### src/rtl/pgw_pkg.sv
package pgw_pkg;

   typedef enum logic [2:0] {
      S_IDLE,
      S_RD_REQ,
      S_RD_WAIT,
      S_CHECK,
      S_WR_ACC,
      S_DONE
   } walk_st_t;

   // entry flag positions
   localparam int unsigned FLG_PRESENT  = 0;
   localparam int unsigned FLG_WRITE    = 1;
   localparam int unsigned FLG_USER     = 2;
   localparam int unsigned FLG_ACCESSED = 5;
   localparam int unsigned FLG_LARGE    = 7;

   // fault error word positions
   localparam int unsigned EC_PRESENT = 0;
   localparam int unsigned EC_WRITE   = 1;
   localparam int unsigned EC_USER    = 2;
   localparam int unsigned EC_RSVD    = 3;
   localparam int unsigned EC_FETCH   = 4;
   localparam int unsigned EC_W       = 5;

endpackage

### src/rtl/pgw_check.sv
module pgw_check
   import pgw_pkg::*;
(
   input  logic            present,
   input  logic            rw,
   input  logic            us,
   input  logic            is_wr,
   input  logic            is_usr,
   input  logic            is_fetch,
   output logic            deny,
   output logic [EC_W-1:0] code
);

   always_comb begin
      deny = !present || (is_wr && !rw) || (is_usr && !us);
   end

   always_comb begin
      code             = '0;
      code[EC_PRESENT] = present;
      code[EC_WRITE]   = is_wr;
      code[EC_USER]    = is_usr;
      code[EC_RSVD]    = 1'b0;
      code[EC_FETCH]   = is_fetch;
   end

endmodule

### src/rtl/pgw_addr.sv
module pgw_addr
   import pgw_pkg::*;
#(
   parameter int unsigned ADDR_W   = 32,
   parameter int unsigned IDX_W    = 10,
   parameter int unsigned OFF_W    = 12,
   parameter bit          LARGE_EN = 1'b1
) (
   input  logic                    lvl,
   input  logic [ADDR_W-OFF_W-1:0] base_frm,
   input  logic [ADDR_W-OFF_W-1:0] tbl_frm,
   input  logic [ADDR_W-1:0]       va,
   input  logic [ADDR_W-OFF_W-1:0] ent_frm,
   output logic [ADDR_W-1:0]       ent_addr,
   output logic [ADDR_W-1:0]       pa_small,
   output logic [ADDR_W-1:0]       pa_large
);

   localparam int unsigned FRM_W  = ADDR_W - OFF_W;
   localparam int unsigned LOFF_W = IDX_W + OFF_W;
   localparam int unsigned HI_W   = ADDR_W - LOFF_W;

   logic [IDX_W-1:0] dir_idx;
   logic [IDX_W-1:0] tbl_idx;

   assign dir_idx  = va[ADDR_W-1 -: IDX_W];
   assign tbl_idx  = va[LOFF_W-1 -: IDX_W];
   assign ent_addr = lvl ? {tbl_frm, tbl_idx, 2'b00} : {base_frm, dir_idx, 2'b00};
   assign pa_small = {ent_frm, va[OFF_W-1:0]};

   generate
      if (LARGE_EN) begin : g_large
         assign pa_large = {ent_frm[FRM_W-1 -: HI_W], va[LOFF_W-1:0]};
      end else begin : g_no_large
         assign pa_large = '0;
      end
   endgenerate

endmodule

### src/rtl/pgwalk_top.sv
module pgwalk_top
   import pgw_pkg::*;
#(
   parameter int unsigned ADDR_W   = 32,
   parameter int unsigned IDX_W    = 10,
   parameter int unsigned OFF_W    = 12,
   parameter bit          LARGE_EN = 1'b1
) (
   input  logic                    clk,
   input  logic                    rst_n,
   input  logic                    req_valid,
   output logic                    req_ready,
   input  logic [ADDR_W-1:0]       req_vaddr,
   input  logic                    req_write,
   input  logic                    req_user,
   input  logic                    req_fetch,
   input  logic                    paging_en,
   input  logic [ADDR_W-OFF_W-1:0] dir_frame,
   output logic                    rd_req_valid,
   input  logic                    rd_req_ready,
   output logic [ADDR_W-1:0]       rd_addr,
   input  logic                    rd_rsp_valid,
   input  logic [ADDR_W-1:0]       rd_rsp_data,
   output logic                    wr_valid,
   input  logic                    wr_ready,
   output logic [ADDR_W-1:0]       wr_addr,
   output logic [ADDR_W-1:0]       wr_data,
   output logic                    done,
   output logic [ADDR_W-1:0]       paddr,
   output logic                    fault,
   output logic [EC_W-1:0]         fault_code,
   output logic [ADDR_W-1:0]       fault_addr
);

   localparam int unsigned FRM_W = ADDR_W - OFF_W;

   // elaboration-time parameter checks
   generate
      if (ADDR_W != 2 * IDX_W + OFF_W) begin : g_bad_split
         $error("address must split into two indices and an offset");
      end
      if (OFF_W != IDX_W + 2) begin : g_bad_table
         $error("a table of word entries must fill exactly one frame");
      end
      if (OFF_W < 8) begin : g_bad_flags
         $error("offset too narrow to hold the entry flags");
      end
   endgenerate

   walk_st_t          st;
   logic              lvl;
   logic [ADDR_W-1:0] va_q;
   logic [ADDR_W-1:0] ent_q;
   logic [ADDR_W-1:0] paddr_q;
   logic [ADDR_W-1:0] faddr_q;
   logic              wr_q, usr_q, fet_q;
   logic [FRM_W-1:0]  base_q;
   logic [FRM_W-1:0]  tbl_q;
   logic              fault_q;
   logic [EC_W-1:0]   code_q;

   logic [ADDR_W-1:0] ent_addr;
   logic [ADDR_W-1:0] pa_small;
   logic [ADDR_W-1:0] pa_large;
   logic              is_large;
   logic              deny;
   logic [EC_W-1:0]   code_c;
   logic              do_adv;

   pgw_addr #(
      .ADDR_W  (ADDR_W),
      .IDX_W   (IDX_W),
      .OFF_W   (OFF_W),
      .LARGE_EN(LARGE_EN)
   ) u_addr (
      .lvl     (lvl),
      .base_frm(base_q),
      .tbl_frm (tbl_q),
      .va      (va_q),
      .ent_frm (ent_q[ADDR_W-1 -: FRM_W]),
      .ent_addr(ent_addr),
      .pa_small(pa_small),
      .pa_large(pa_large)
   );

   pgw_check u_chk (
      .present (ent_q[FLG_PRESENT]),
      .rw      (ent_q[FLG_WRITE]),
      .us      (ent_q[FLG_USER]),
      .is_wr   (wr_q),
      .is_usr  (usr_q),
      .is_fetch(fet_q),
      .deny    (deny),
      .code    (code_c)
   );

   generate
      if (LARGE_EN) begin : g_lp
         assign is_large = ent_q[FLG_LARGE];
      end else begin : g_np
         assign is_large = 1'b0;
      end
   endgenerate

   // move past the current entry: after a clean check, or once its write-back is taken
   assign do_adv = (st == S_CHECK && !deny && ent_q[FLG_ACCESSED]) ||
                   (st == S_WR_ACC && wr_ready);

   always_ff @(posedge clk or negedge rst_n) begin
      if (!rst_n) begin
         st      <= S_IDLE;
         lvl     <= 1'b0;
         va_q    <= '0;
         ent_q   <= '0;
         paddr_q <= '0;
         faddr_q <= '0;
         wr_q    <= 1'b0;
         usr_q   <= 1'b0;
         fet_q   <= 1'b0;
         base_q  <= '0;
         tbl_q   <= '0;
         fault_q <= 1'b0;
         code_q  <= '0;
      end else begin
         unique case (st)
            S_IDLE: begin
               if (req_valid) begin
                  va_q   <= req_vaddr;
                  wr_q   <= req_write;
                  usr_q  <= req_user;
                  fet_q  <= req_fetch;
                  base_q <= dir_frame;
                  lvl    <= 1'b0;
                  if (paging_en) begin
                     st <= S_RD_REQ;
                  end else begin
                     paddr_q <= req_vaddr;
                     fault_q <= 1'b0;
                     code_q  <= '0;
                     st      <= S_DONE;
                  end
               end
            end
            S_RD_REQ: begin
               if (rd_req_ready) st <= S_RD_WAIT;
            end
            S_RD_WAIT: begin
               if (rd_rsp_valid) begin
                  ent_q <= rd_rsp_data;
                  st    <= S_CHECK;
               end
            end
            S_CHECK: begin
               if (deny) begin
                  fault_q <= 1'b1;
                  code_q  <= code_c;
                  faddr_q <= va_q;
                  paddr_q <= '0;
                  st      <= S_DONE;
               end else if (!ent_q[FLG_ACCESSED]) begin
                  st <= S_WR_ACC;
               end
            end
            S_WR_ACC: begin
            end
            S_DONE: begin
               st <= S_IDLE;
            end
            default: st <= S_IDLE;
         endcase

         if (do_adv) begin
            if (lvl) begin
               paddr_q <= pa_small;
               fault_q <= 1'b0;
               code_q  <= '0;
               st      <= S_DONE;
            end else if (is_large) begin
               paddr_q <= pa_large;
               fault_q <= 1'b0;
               code_q  <= '0;
               st      <= S_DONE;
            end else begin
               lvl   <= 1'b1;
               tbl_q <= ent_q[ADDR_W-1 -: FRM_W];
               st    <= S_RD_REQ;
            end
         end
      end
   end

   assign req_ready    = (st == S_IDLE);
   assign done         = (st == S_DONE);
   assign rd_req_valid = (st == S_RD_REQ);
   assign rd_addr      = ent_addr;
   assign wr_valid     = (st == S_WR_ACC);
   assign wr_addr      = ent_addr;
   assign wr_data      = ent_q | (ADDR_W'(1) << FLG_ACCESSED);
   assign paddr        = paddr_q;
   assign fault        = fault_q;
   assign fault_code   = code_q;
   assign fault_addr   = faddr_q;

   // ---------------- assertions ----------------
   p_rd_hold_r10: assert property (@(posedge clk) disable iff (!rst_n)
      rd_req_valid && !rd_req_ready |=> rd_req_valid && $stable(rd_addr));

   p_wr_hold_r10: assert property (@(posedge clk) disable iff (!rst_n)
      wr_valid && !wr_ready |=> wr_valid && $stable(wr_addr) && $stable(wr_data));

   p_done_pulse_r10: assert property (@(posedge clk) disable iff (!rst_n)
      done |=> !done);

   p_bypass_r2: assert property (@(posedge clk) disable iff (!rst_n)
      req_valid && req_ready && !paging_en |=> done && !fault && paddr == $past(req_vaddr));

   p_faddr_only_on_fault_r8: assert property (@(posedge clk) disable iff (!rst_n)
      !$stable(fault_addr) |-> done && fault);

   p_offset_kept_r3: assert property (@(posedge clk) disable iff (!rst_n)
      done && !fault |-> paddr[OFF_W-1:0] == va_q[OFF_W-1:0]);

   p_absent_dir_stop_r5: assert property (@(posedge clk) disable iff (!rst_n)
      st == S_CHECK && !lvl && !ent_q[FLG_PRESENT] |=> done && fault && !rd_req_valid);

   p_fault_zero_pa_r7: assert property (@(posedge clk) disable iff (!rst_n)
      done && fault |-> paddr == '0 && !fault_code[EC_RSVD]);

endmodule

### config.mk
export PLATFORM = sky130hd
export DESIGN_NAME = pgwalk_top
export DESIGN_NICKNAME = d
export VERILOG_FILES = /design/src/rtl/pgw_pkg.sv /design/src/rtl/pgw_check.sv /design/src/rtl/pgw_addr.sv /design/src/rtl/pgwalk_top.sv
export SDC_FILE = /design/constraint.sdc
export NUM_CORES = 1
export LEC_CHECK = 0
export BUFFER_PORTS_ARGS = -buffer_cell sky130_fd_sc_hd__buf_4
export CORE_MARGIN = 2
export CORE_UTILIZATION = 50
export CTS_CLUSTER_SIZE = 40
export DETAILED_ROUTE_END_ITERATION = 8
export GPL_TIMING_DRIVEN = 0
export HOLD_SLACK_MARGIN = 0.06
export MAX_ROUTING_LAYER = met4
export PLACE_DENSITY = 0.78
export SLEW_MARGIN = 20
export SYNTH_ARGS = -nofsm -noshare
export SYNTH_HDL_FRONTEND = slang
export SYNTH_SLANG_ARGS = --single-unit
### constraint.sdc
create_clock -name clk -period 5.27 [get_ports clk]
set_input_delay 0.527 -clock clk [delete_from_list [all_inputs] [get_ports clk]]
set_output_delay 0.527 -clock clk [all_outputs]
set_load 0.01 [all_outputs]
==> results.sh, run 1 <==
export IMPL_cts_resized=0
export IMPL_synth_cell_types=48
export IMPL_drtAntennaViolNets=0
export IMPL_cts_tree="done"
export IMPL_max_cap_viol_count=0
export IMPL_die_h_um=135
export IMPL_critPathMaxFanout=10
export IMPL_cts_made_buffers=17
export IMPL_wl_per_cell_um=19.9
export IMPL_finalSetupViolCount=0
export IMPL_fin_crit_sh_pct=51.0
export IMPL_drc=0
export IMPL_dp_hpwl_mm=17.6
export IMPL_num_io_pins=264
export IMPL_fp_row_count=47
export IMPL_overflow=0
export IMPL_htree_num_levels=4
export IMPL_path_depth=4
export IMPL_setup_tns_ns=0
export IMPL_critical_path_required_ns=4.74
export IMPL_syn_instance_count=663
export IMPL_worst_pin_slew_ns=0.796
export IMPL_synth_seq_cells=181
export IMPL_mostFrequentLayoutCell="buf_4"
export IMPL_min_path_type="in -> async"
export IMPL_place_congestion=0.902
export IMPL_antennaDiodeCount=0
export IMPL_wl_mm=23.4
export IMPL_period_needed_ns=2.69
export IMPL_synth_cell_area_mm2=0.00861
export IMPL_rr_startpoint="ent_q[1]"
export IMPL_synth_largest_area_cell="dfrtp_1"
export IMPL_fin_nets=1038
export IMPL_ir_drop_uv=373
export IMPL_r2r_cells=4
export IMPL_clock_latency_ns=0.43
export IMPL_slew_headroom_pct=46.9
export IMPL_cpMaxStageDelayCell="buf_1"
export IMPL_cpMostUsedCell="buf_4"
export IMPL_die_area_mm2=0.0183
export IMPL_start_util_pct=51.6
export IMPL_place_ws_ns=3.01
export IMPL_powerDensity_mw_per_mm2=666
export IMPL_path_cells="buf_1 -> mux2_2 -> buf_4 -> buf_4"
export IMPL_clock_sinks=181
export IMPL_fin_skew_ns=0.00736
export IMPL_grt_pass1_vias=6481
export IMPL_synth_top_area_share_pct=52.6
export IMPL_antenna_found_initial=0
export IMPL_critPathKind="reg -> out"
export IMPL_crit_path_start_kind="register"
export IMPL_finalHoldViolations=0
export IMPL_first_pass_iters=5
export IMPL_num_vias=6364
export IMPL_grt_max_degree=99
export IMPL_path_delay_family="buffers and inverters"
export IMPL_cts_reportedPaths_clkPinSlew_ns=0.06
export IMPL_slowest_delay_ns=0.62
export IMPL_viasPerCell=5.41
export IMPL_drive_above_1_share_pct=50.8
export IMPL_die_w_um=135
export IMPL_post_cts_buffers=0
export IMPL_final_max_slew_viol_count=0
export IMPL_cp_startpoint="lvl"
export IMPL_cp_end_kind="primary output"
export IMPL_setup_ws_ns=2.58
export IMPL_synth_seq_area_share_pct=52.6
export IMPL_port_buffer_count=258
export IMPL_cts_root_buf="clkbuf_16"
export IMPL_fmax_mhz=372
export IMPL_grt_usage_pct=27.2
export IMPL_cts_buffer_depth=2
export IMPL_most_common_layout_cells="buf_4, dfrtp_1, mux2_2"
export IMPL_path_buf_inv=3
export IMPL_area_delta_synth_final_pct=32.8
export IMPL_ff2ff_setup_slack_ns=3.12
export IMPL_grt_pass1_wl_mm=36.4
export IMPL_p_leak_nw=5.39
export IMPL_synth_area_per_cell_um2=13.0
export IMPL_ys_warn_count=0
export IMPL_synth_area_leaders="dfrtp_1, mux2_2, mux2_1, buf_4, a211oi_1"
export IMPL_arrival_ns=2.16
export IMPL_worstReg2RegEnd="fault_addr[16]"
export IMPL_cts_hold_fix_buffers=0
export IMPL_drt_initial_drc_count=362
export IMPL_status="complete, no violations"
export IMPL_coreArea_mm2=0.0167
export IMPL_rsz0062_at_grt="no"
-- per-layer routing --
metal	global-route usage, %	vias to the layer above	wire [um]
met5	-	-	0
met4	7.35	0	491
met3	8.19	38	1790
met2	42.9	255	11500
met1	34.3	3150	9650
li1	-	2921	-
-- where the power goes --
part / switching, mW / internal, mW
Combinational: 1.66 / 2.16
Clock: 0.543 / 0.692
Sequential: 0.487 / 2.07
Total: 2.69 / 4.92
-- sequential cells by signal, indices dropped and copies added (netlist names) --
register    flops
usr_q           1
lvl             1
st              3
fault_code      5
fault_addr     32
fault           1
va_q           32
fet_q           1
base_q         20
wr_q            1
ent_q          32
tbl_q          20
paddr          32
-- worst reg2reg max path, delay by kind of cell (launching register included) --
family	cells	cell delay (ns)
buffers and inverters	1	0.27
AND/OR/NAND/NOR	1	0.25
flip-flops	1	0.40
AO/OA/AOI/OAI	1	0.76
multiplexers	1	0.35
-- logic make-up after synthesis --
logic type             synth area share, %
and+or+nand+nor                       3.33
AOI/OAI and AO/OA                     11.5
muxes                                 22.2
DFF                                   52.6
other                               0.0872
buffers and inverters                 10.2
-- cell type report --
cell class	count	area [um^2]
multi-input combinational	355	3210
fill	1324	5260
sequential	181	4530
tap	220	275
buffer	117	832
timing repair buffer	259	1970
clock inverter	10	95.1
inverter	13	48.8
clock buffer	22	474
-- cell usage after synthesis, drive strengths merged --
| cell | n |
|---|---|
| a211oi | 40 |
| a21boi | 1 |
| a21o | 1 |
| a21oi | 7 |
| a221oi | 22 |
| a2bb2oi | 22 |
| a311oi | 1 |
| a32oi | 1 |
| and2 | 2 |
| and3 | 3 |
| and3b | 2 |
| and4 | 1 |
| and4b | 1 |
| buf | 102 |
| clkbuf | 15 |
| conb | 2 |
| dfrtp | 181 |
| inv | 13 |
| mux2 | 170 |
| nand2 | 7 |
| nand2b | 5 |
| nand3b | 1 |
| nand4 | 1 |
| nand4b | 1 |
| nor2 | 3 |
| nor2b | 2 |
| nor3 | 10 |
| nor3b | 3 |
| o21a | 1 |
| o21ai | 36 |
| o22ai | 2 |
| o311ai | 1 |
| or2 | 1 |
| or3 | 1 |
| or4b | 1 |
-- how the worst max path moves through the flow --
stage and end:
5_1_grt wr_addr[27], 6_report wr_addr[26], 3_3_place_gp ent_q[11], 2_1_floorplan base_q[0], 4_1_cts wr_addr[27], 3_5_place_dp wr_addr[27]
-- through the flow --
step	total power [mW]	cells	util (%)	hold WS [ns]	cell area, um^2
finish	7.62	1177	68.5	0.0688	11400
global route	8.08	1177	68.5	0.102	11400
CTS	7.67	1177	68.5	0.0907	11400
detailed placement	6.42	1145	65.1	0.468	10900
global placement	6.32	1144	64.9	0.463	10800
floorplan	4.66	666	-	0.231	8620
No activity file was read; power rests on OpenSTA's default activity.
==> run 2, diff against run 1 <==
--- a/config.mk
+++ b/config.mk
@@ -7,13 +7,13 @@
 export LEC_CHECK = 0
 export BUFFER_PORTS_ARGS = -buffer_cell sky130_fd_sc_hd__buf_4
 export CORE_MARGIN = 2
-export CORE_UTILIZATION = 50
+export CORE_UTILIZATION = 47
 export CTS_CLUSTER_SIZE = 40
 export DETAILED_ROUTE_END_ITERATION = 8
 export GPL_TIMING_DRIVEN = 0
 export HOLD_SLACK_MARGIN = 0.06
 export MAX_ROUTING_LAYER = met4
-export PLACE_DENSITY = 0.78
+export PLACE_DENSITY = 0.77
 export SLEW_MARGIN = 20
 export SYNTH_ARGS = -nofsm -noshare
 export SYNTH_HDL_FRONTEND = slang
==> constraint.sdc (replaced) <==
create_clock -name clk -period 2.35 [get_ports clk]
set_input_delay 0.235 -clock clk [delete_from_list [all_inputs] [get_ports clk]]
set_output_delay 0.235 -clock clk [all_outputs]
set_load 0.01 [all_outputs]
==> run 2 against run 1 <==
Against the previous run:
- hold slack improved by 0.0078 ns
- sequential power is 130% higher
- combinational power grew 130%
- sequential share of layout area fell by 2.8 points
- final area up 7.7%
- final cell count is 8.1% higher
- critical path depth unchanged
- highest routed layer unchanged
- setup slack got worse by 2.4 ns
- utilization up 0.096 points
- die area increased by 6.2%
==> results.sh, run 2 (synthesis gave the netlist of run 1 again) <==
export IMPL_fp_row_count=49
export IMPL_powerDensity_mw_per_mm2=1410
export IMPL_status="complete, no violations"
export IMPL_cp_end_kind="register"
export IMPL_finalSetupViolCount=0
export IMPL_clkPwrFrac_pct=15.9
export IMPL_start_util_pct=47.9
export IMPL_critical_path_required_ns=2.65
export IMPL_worst_pin_slew_ns=0.776
export IMPL_final_max_slew_viol_count=0
export IMPL_worst_hold_path_num_cells=2
export IMPL_critPathKind="reg -> reg"
export IMPL_area_delta_synth_final_pct=43.1
export IMPL_whs_endpoint="va_q[11]"
export IMPL_wl_mm=25.2
export IMPL_seq_area_mm2=0.00453
export IMPL_finalPower_mw=17.3
export IMPL_num_io_pins=264
export IMPL_finalHoldViolations=0
export IMPL_whs_ns=0.0766
export IMPL_port_buffer_count=258
export IMPL_mostFrequentLayoutCell="buf_4"
export IMPL_fin_crit_sh_pct=91.9
export IMPL_cts_made_buffers=17
export IMPL_antenna_found_initial=0
export IMPL_placed_cell_area_mm2=0.0109
export IMPL_htree_num_levels=4
export IMPL_setup_tns_ns=0
export IMPL_die_w_um=139
export IMPL_grt_pass1_wl_mm=39.0
export IMPL_overflow=0
export IMPL_path_cells="nand2b_1 -> a311oi_4 -> buf_6 -> mux2_1"
export IMPL_fin_skew_ns=0.00961
export IMPL_first_pass_iters=5
export IMPL_grt_max_degree=96
export IMPL_sw_frac_of_total_pct=35.7
export IMPL_post_cts_buffers=0
export IMPL_p_int_mw=11.1
export IMPL_r2r_cells=4
export IMPL_combPwrFrac_pct=50.9
export IMPL_viasPerCell=5.42
export IMPL_ir_drop_uv=732
export IMPL_dp_cells=1154
export IMPL_fmax_mhz=463
export IMPL_critPathMaxFanout=10
export IMPL_drt_initial_drc_count=465
export IMPL_coreArea_mm2=0.0180
export IMPL_drtAntennaViolNets=0
export IMPL_crit_path_start_kind="register"
export IMPL_finish_instance_area_mm2=0.0123
export IMPL_drc=0
export IMPL_slew_headroom_pct=48.3
export IMPL_cts_reportedPaths_clkPinSlew_ns=0.07
export IMPL_die_area_mm2=0.0194
export IMPL_arrival_ns=2.47
export IMPL_cts_buffer_depth=2
export IMPL_path_delay_family="compound AO/OA/AOI/OAI gates"
export IMPL_fin_cells=1272
export IMPL_clock_sinks=181
export IMPL_max_cap_viol_count=0
export IMPL_power_switching_mw=6.19
export IMPL_nFillCells=1292
export IMPL_grt_usage_pct=26.7
export IMPL_period_needed_ns=2.16
export IMPL_cpMaxStageDelayCell="a311oi_4"
export IMPL_min_path_type="in -> reg"
export IMPL_seqPwrFrac_pct=33.2
export IMPL_wl_per_cell_um=19.8
export IMPL_clock_latency_ns=0.43
export IMPL_antennaDiodeCount=0
export IMPL_num_vias=6888
export IMPL_rsz0062_at_grt="no"
export IMPL_cts_root_buf="clkbuf_16"
export IMPL_ff2ff_setup_slack_ns=0.19
export IMPL_dp_hpwl_mm=17.5
export IMPL_fin_nets=1125
export IMPL_most_common_layout_cells="buf_4, dfrtp_1, dlygate4sd3_1"
export IMPL_grt_pass1_vias=7016
export IMPL_place_congestion=0.862
export IMPL_path_buf_inv=1
export IMPL_multi_input_area_mm2=0.00321
export IMPL_min_from="req_vaddr[11]"
export IMPL_p_leak_nw=5.77
export IMPL_die_h_um=139
export IMPL_cts_tree="done"
export IMPL_rr_startpoint="ent_q[1]"
export IMPL_drive_above_1_share_pct=47.0
export IMPL_slowest_delay_ns=0.76
export IMPL_worstReg2RegEnd="fault_addr[24]"
==> run 2: metal layers <==
| metal | vias to the layer above | wire length [um] | global-route usage (%) | share of wire [%] |
|---|---|---|---|---|
| li1 | 3097 | - | - | - |
| met1 | 3438 | 10400 | 33.9 | 41 |
| met2 | 302 | 12500 | 43.1 | 49 |
| met3 | 51 | 1810 | 5.37 | 7.2 |
| met4 | 0 | 602 | 9.25 | 2.4 |
| met5 | - | 0 | - | 0 |
==> run 2: worst max-delay path by stage <==
stage                         from              to  slack, ns  depth (start not counted)
after floorplan              st[2]       base_q[0]       0.53                          7
after global placement       rst_n       base_q[5]      -0.11                          1
after detailed placement  ent_q[1]  fault_addr[23]       0.22                          4
after CTS                      lvl      wr_addr[2]        0.1                          4
after global routing      ent_q[1]  fault_addr[23]       0.10                          4
final                     ent_q[1]  fault_addr[24]       0.19                          4
==> run 2: cell type report <==
type,instances,area share [%]
flip-flops and latches,181,36.8
multi-input cells,355,26.1
clock buffers,20,3.79
inverters,13,0.396
well taps,229,2.33
clock inverters,11,0.802
repair buffers,346,23.1
plain buffers,117,6.78
==> run 2: power groups by stage <==
stage | clock network (mW) | logic, mW | registers [mW]
floorplan | 0 | 4.81 | 5.64
global placement | 0 | 8.46 | 5.72
detailed placement | 0 | 8.63 | 5.79
CTS | 2.81 | 8.78 | 5.74
global route | 2.93 | 9.39 | 5.95
finish | 2.75 | 8.81 | 5.76
==> run 2: worst reg2reg max path, stage by stage (launching register included) <==
cell      delay, ns
dfrtp_1        0.40
nand2b_1       0.25
a311oi_4       0.76
buf_6          0.28
mux2_1         0.35
==> run 2: through the flow <==
stage | utilization [%] | setup WS [ns]
3_5_place_dp | 60.6 | 0.224
6_report | 68.6 | 0.189
2_1_floorplan | - | 0.527
5_1_grt | 68.6 | 0.104
3_3_place_gp | 60.4 | -0.114
4_1_cts | 68.5 | 0.0961
==> run 2: repair_timing <==
item                                   4_1_cts  5_1_grt
resized for setup                            2        1
pin swaps                                    0        0
endpoints found under the hold margin      171        1
setup endpoints to repair                   20        1
hold buffers                                86        1
